--- src/rtl/slowport_seq.sv ---
module slowport_seq #(
  parameter int AW = 23,
  parameter int DW = 32,
  parameter int PW = 4,
  parameter int SW = 8
)(
  input  logic          clk,
  input  logic          rst_n,
  input  logic          strap_w16,
  input  logic          cfg_ready_en,
  input  logic [SW-1:0] cfg_pause,
  input  logic [PW-1:0] cfg_setup,
  input  logic [PW-1:0] cfg_strobe,
  input  logic [PW-1:0] cfg_hold,
  input  logic          req,
  input  logic          req_we,
  input  logic [AW-3:0] req_addr,
  input  logic [DW-1:0] req_wdata,
  output logic          idle,
  output logic          done,
  output logic [DW-1:0] rdata,
  output logic [AW-1:0] ext_addr,
  output logic [DW-1:0] ext_dout,
  output logic          ext_oe,
  input  logic [DW-1:0] ext_din,
  output logic          ext_ce_n,
  output logic          ext_rd_n,
  output logic          ext_wr_n,
  input  logic          ext_rdy_n
);
  localparam int HW = DW / 2;

  logic          w16_q, run, tk, half, we_q, en_q, done_q, rs1, rs2;
  logic [SW-1:0] st, pause_q, set_q, sen_q, last_q;
  logic [AW-3:0] addr_q;
  logic [DW-1:0] wdata_q, rdata_q;

  wire [SW-1:0] stb_eff   = (cfg_strobe == '0) ? SW'(1) : SW'(cfg_strobe);
  wire [SW-1:0] sen_w     = SW'(cfg_setup) + stb_eff;
  wire [SW-1:0] len_w     = sen_w + SW'(cfg_hold);
  wire          stall     = en_q && (st == pause_q) && rs2;
  wire          step      = run && tk && !stall;
  wire          in_stb    = (st >= set_q) && (st < sen_q);
  wire          fin       = step && (st == last_q);
  wire          last_half = !w16_q || half;
  wire          grab      = step && !we_q && (st == sen_q - SW'(1));

  always_ff @(posedge clk) begin
    if (!rst_n) begin
      w16_q   <= strap_w16;
      run     <= 1'b0;
      tk      <= 1'b0;
      half    <= 1'b0;
      we_q    <= 1'b0;
      en_q    <= 1'b0;
      done_q  <= 1'b0;
      rs1     <= 1'b1;
      rs2     <= 1'b1;
      st      <= '0;
      pause_q <= '0;
      set_q   <= '0;
      sen_q   <= '0;
      last_q  <= '0;
      addr_q  <= '0;
      wdata_q <= '0;
      rdata_q <= '0;
    end else begin
      rs1    <= ext_rdy_n;
      rs2    <= rs1;
      done_q <= fin && last_half;
      if (!run) begin
        if (req) begin
          run     <= 1'b1;
          tk      <= 1'b0;
          half    <= 1'b0;
          st      <= '0;
          we_q    <= req_we;
          addr_q  <= req_addr;
          wdata_q <= req_wdata;
          en_q    <= cfg_ready_en;
          pause_q <= cfg_pause;
          set_q   <= SW'(cfg_setup);
          sen_q   <= sen_w;
          last_q  <= len_w - SW'(1);
        end
      end else begin
        tk <= ~tk;
        if (fin) begin
          st <= '0;
          if (last_half) run <= 1'b0;
          else           half <= 1'b1;
        end else if (step) begin
          st <= st + SW'(1);
        end
      end
      if (grab) begin
        if (!w16_q)    rdata_q             <= ext_din;
        else if (half) rdata_q[DW-1:HW]    <= ext_din[HW-1:0];
        else           rdata_q[HW-1:0]     <= ext_din[HW-1:0];
      end
    end
  end

  assign idle     = !run;
  assign done     = done_q;
  assign rdata    = rdata_q;
  assign ext_addr = w16_q ? {1'b0, addr_q[AW-4:0], half, 1'b0} : {addr_q, 2'b00};
  assign ext_dout = w16_q ? {{HW{1'b0}}, (half ? wdata_q[DW-1:HW] : wdata_q[HW-1:0])} : wdata_q;
  assign ext_oe   = run && we_q;
  assign ext_ce_n = !run;
  assign ext_rd_n = !(run && !we_q && in_stb);
  assign ext_wr_n = !(run && we_q && in_stb);

  // completion lasts exactly one cycle
  a_r9_done_single: assert property (@(posedge clk) disable iff (!rst_n)
    done |=> !done);

  // strobes exclusive and only under chip-enable
  a_r3_one_strobe: assert property (@(posedge clk) disable iff (!rst_n)
    !(!ext_rd_n && !ext_wr_n));
  a_r3_strobe_in_ce: assert property (@(posedge clk) disable iff (!rst_n)
    (!ext_rd_n || !ext_wr_n) |-> !ext_ce_n);

  // a stalled tick leaves counter and strobes untouched
  a_r4_pause_hold: assert property (@(posedge clk) disable iff (!rst_n)
    (run && tk && stall) |=> (run && st == $past(st) && $stable(ext_rd_n) && $stable(ext_wr_n)));

  // the captured request cannot change while busy
  a_r9_busy_locked: assert property (@(posedge clk) disable iff (!rst_n)
    run |=> $stable(addr_q) && $stable(we_q));

  // width mode fixed outside reset
  a_r7_mode_fixed: assert property (@(posedge clk) disable iff (!rst_n)
    $stable(w16_q));
endmodule

--- config.mk ---
export PLATFORM = sky130hd
export DESIGN_NAME = slowport_seq
export DESIGN_NICKNAME = d
export VERILOG_FILES = /design/src/rtl/slowport_seq.sv
export SDC_FILE = /design/constraint.sdc
export NUM_CORES = 1
export LEC_CHECK = 0
export BUFFER_PORTS_ARGS = -buffer_cell sky130_fd_sc_hd__buf_2
export CORE_MARGIN = 4
export CORE_UTILIZATION = 25
export DETAILED_ROUTE_END_ITERATION = 8
export HOLD_SLACK_MARGIN = 0.08
export PLACE_DENSITY = 0.51
export SLEW_MARGIN = 20
export SYNTH_ARGS = -nofsm -noshare
export SYNTH_HDL_FRONTEND = slang
export SYNTH_SLANG_ARGS = --single-unit
--- constraint.sdc ---
create_clock -name clk -period 4.1 [get_ports clk]
set_clock_uncertainty 0.15 [all_clocks]
set_input_delay 0.82 -clock clk [delete_from_list [all_inputs] [get_ports clk]]
set_output_delay 0.82 -clock clk [all_outputs]
set_load 0.01 [all_outputs]
==> results.md <==
* Hold-fix buffers, CTS at 0
* Vias in the first global route at approximately 5.7k
* Routability cong. at slightly above 0.8
* CP endpoint kind: flip-flop
* Slew margin rel. at a little over a third
* Core area at 25400 µm²
* Worst setup path start: cfg_strobe[1]
* Adder-Cell Fraction of Synth Area at about 5.4%
* Total gr overflow at 0
* VDD IR-drop max at 0.000170 V
* CP max FO at 3
* Die width at between 150 and 200 µm
* Via count at 5687
* Total CTS buffers at 17
* Max_cap viols at 0
* Final Max Slew Viols at 0
* Synthesized Nets at ~900
* Crit path launch type: input pin
* GRT Util Overall at about an eighth
* Drt drc at 0
* Worst slew pin tran at about 0.97 ns
* Routed len/inst at about 15 µm
* Cells on worst reg2reg path at 5
* Seq cells post-synth at roughly 130
* Final nets at 1084
* Hold Fails Final Rpt at 0
* Post-synthesis compound-gate area fraction at 11.3%
* Layout Utilization at between 30% and 40%
* Ant diodes at 0
* Min-delay src: rs1
* Setup_tns at 0 ns
* Largest net degree at the start of global routing at 84
* Chip height at roughly 170 µm
* Port Buf Inserts at 203
* Post-synthesis mux area share at between 10% and 20%
* Cells after Synth at around 800
* Initial antenna violation count at 1
* Post-CTS Repair Setup Buffers at 0
* Dpl hpwl at ~14 mm
* Synth warn at 0
* Tcrit/Tclk final at approximately 83%
* Row count at 58
* Commonest non-fill, non-tap cells in the layout: nand2_1, buf_2, dfxtp_1, a21oi_1, mux2_2
* Clock transition at path regs at ~0.060 ns
* Final WL at ~19 mm
* Hold path depth at 1
* Crit path cell chain: buf_2 > nor3_1 > or2_2 > ha_1 > fa_1 > inv_1 > ha_1 > inv_1 > ha_1 > inv_1 > fa_1 > nor2b_1 > o21a_1 > nor3_1 > nand3b_1 > a21oi_1
* Post-CTS Resized at 0
* Simple-Gate Fraction of Synth Area at between 20% and 30%
* CTS tree: built
* Highest clock rate at between 200 and 300 MHz
* Share of cells above drive strength 1 at 31.3%
* Unique masters post-synth at between 50 and 60
* Power density over the cells at just over 400 nW/µm²
* Async SR Flop Fraction at 0%
* CP max stage cell: fa_1
* Clock root cell: clkbuf_16
* Post-synthesis cell area at ~6500 µm²
* Worst EP required at 4.29 ns
* Setup Crit Path Kind: input pin to flip-flop
* Top_reg_cell synth: dfxtp_1
* Reg2reg end: st[5]
* Static leakage at ~0.0036 µW
* Initial Utilization at between 20% and 30%
* DR pass1 iterations at 6
* 1st-iter DRT viols at roughly 220
* Xor/xnor share of the synthesized area at between 3 and 4%
* Max incr delay on CP at about 0.50 ns
* RSZ-0062 raised after global routing: false
* Antenna-violating nets left at 0
* Sequential area share after synthesis at 38.9%
* RR Startpoint: st[5]
* R2r setup slk at ~1.4 ns
* Status: finished clean
* Worst Hold Path EP: rs2
* Die area at 28700 µm²
* EDFF count, synth at 1
* Main combinational cell family by area after synthesis: simple AND/OR/NAND/NOR gates
* Power, Total at roughly 3400 µW
* # setup viols final at 0
* Clk Latency, worst-skew pair at between 0.4 and 0.5 ns
* I/O pin total at just over 200
* H-tree level count at 4
* Arr. time, crit path at 3.60 ns
* Tmin final at ~3.4 ns
* Area grow syn2layout at 26.1%
* Mean Syn Cell Area at about 8.3 µm²
* Bufs on Longest Clock Path at 2
* First-pass GRT wire length at between 30 and 40 mm
* Worst hold path type: flip-flop to flip-flop
* Clock Sinks at 126
* Commonest non-fill, non-tap cell in the layout: nand2_1
* Drt via density at approximately 4.4
worst max path at each step:
stage | end | slack, ns | cells after the start
global placement | last_q[5] | 0.31 | 16
CTS | last_q[5] | 0.70 | 16
floorplan | last_q[5] | 0.58 | 15
global route | last_q[5] | 0.48 | 16
detailed placement | last_q[5] | 0.26 | 16
finish | last_q[5] | 0.69 | 16
synthesized netlist by cell type, types with 14 or more instances:
cell type	n	area [µm²]
nand2_1	224	841
dfxtp_1	125	2500
a21oi_1	85	425
mux2_2	33	372
clkbuf_1	32	120
mux2i_1	32	320
inv_1	29	109
ha_1	25	313
buf_4	22	165
nor2b_1	21	131
nor3_1	16	80.1
xor2_1	14	123
report_power, final:
part           switching, µW  leakage [µW]  internal [µW]  total (µW)
Clock                    635      0.000287            918        1550
Sequential              40.0       0.00103           1280        1320
Combinational            269       0.00233            209         477
Total                    944       0.00365           2410        3350
state kept, by name (all words and copies together) (netlist names):
name / count
rdata: 32
st: 8
we_q: 1
en_q: 1
wdata_q: 32
tk: 1
rs2: 1
half: 1
pause_q: 8
w16_q: 1
run: 1
rs1: 1
last_q: 7
addr_q: 21
set_q: 4
sen_q: 5
done: 1
area by class of cell:
cell class                      count  area [µm²]
Clock buffer                       17         425
Clock inverter                     15         178
Fill cell                        2745       17200
Inverter                           30         113
Multi-Input combinational cell    557        3440
Sequential cell                   126        2530
Tap cell                          330         413
Timing Repair Buffer              213        1100
layer usage:
layer	part of all wire, %	global-route usage (%)	wire length (µm)
met4	1.9	4.17	363
met3	6.4	4.59	1220
met2	47	21.7	9040
met5	0.062	0	12
met1	45	16.7	8580
metrics by stage:
step	instances	instance area [µm²]	hold slack, ns	worst slack (ns)
floorplan	786	6510	0.236	0.582
global placement	1256	7600	0.257	0.306
detailed placement	1256	7600	0.251	0.265
CTS	1288	8210	0.274	0.700
global route	1288	8210	0.280	0.484
finish	1288	8210	0.273	0.689
cells by family after synthesis:
family / Yosys count
simple gates: 319
flops: 126
compound gates: 123
buf+inv: 103
mux: 65
fa+ha+maj: 27
xor+xnor: 22
other cells: 1
worst max-delay path: cells and delay by family:
family	cells	cell delay [ns]
and+or+nand+nor	5	0.66
buffers and inverters	4	0.29
adders and majority gates	5	1.51
AOI/OAI and AO/OA	2	0.30
(Power assumes the default switching activity.)
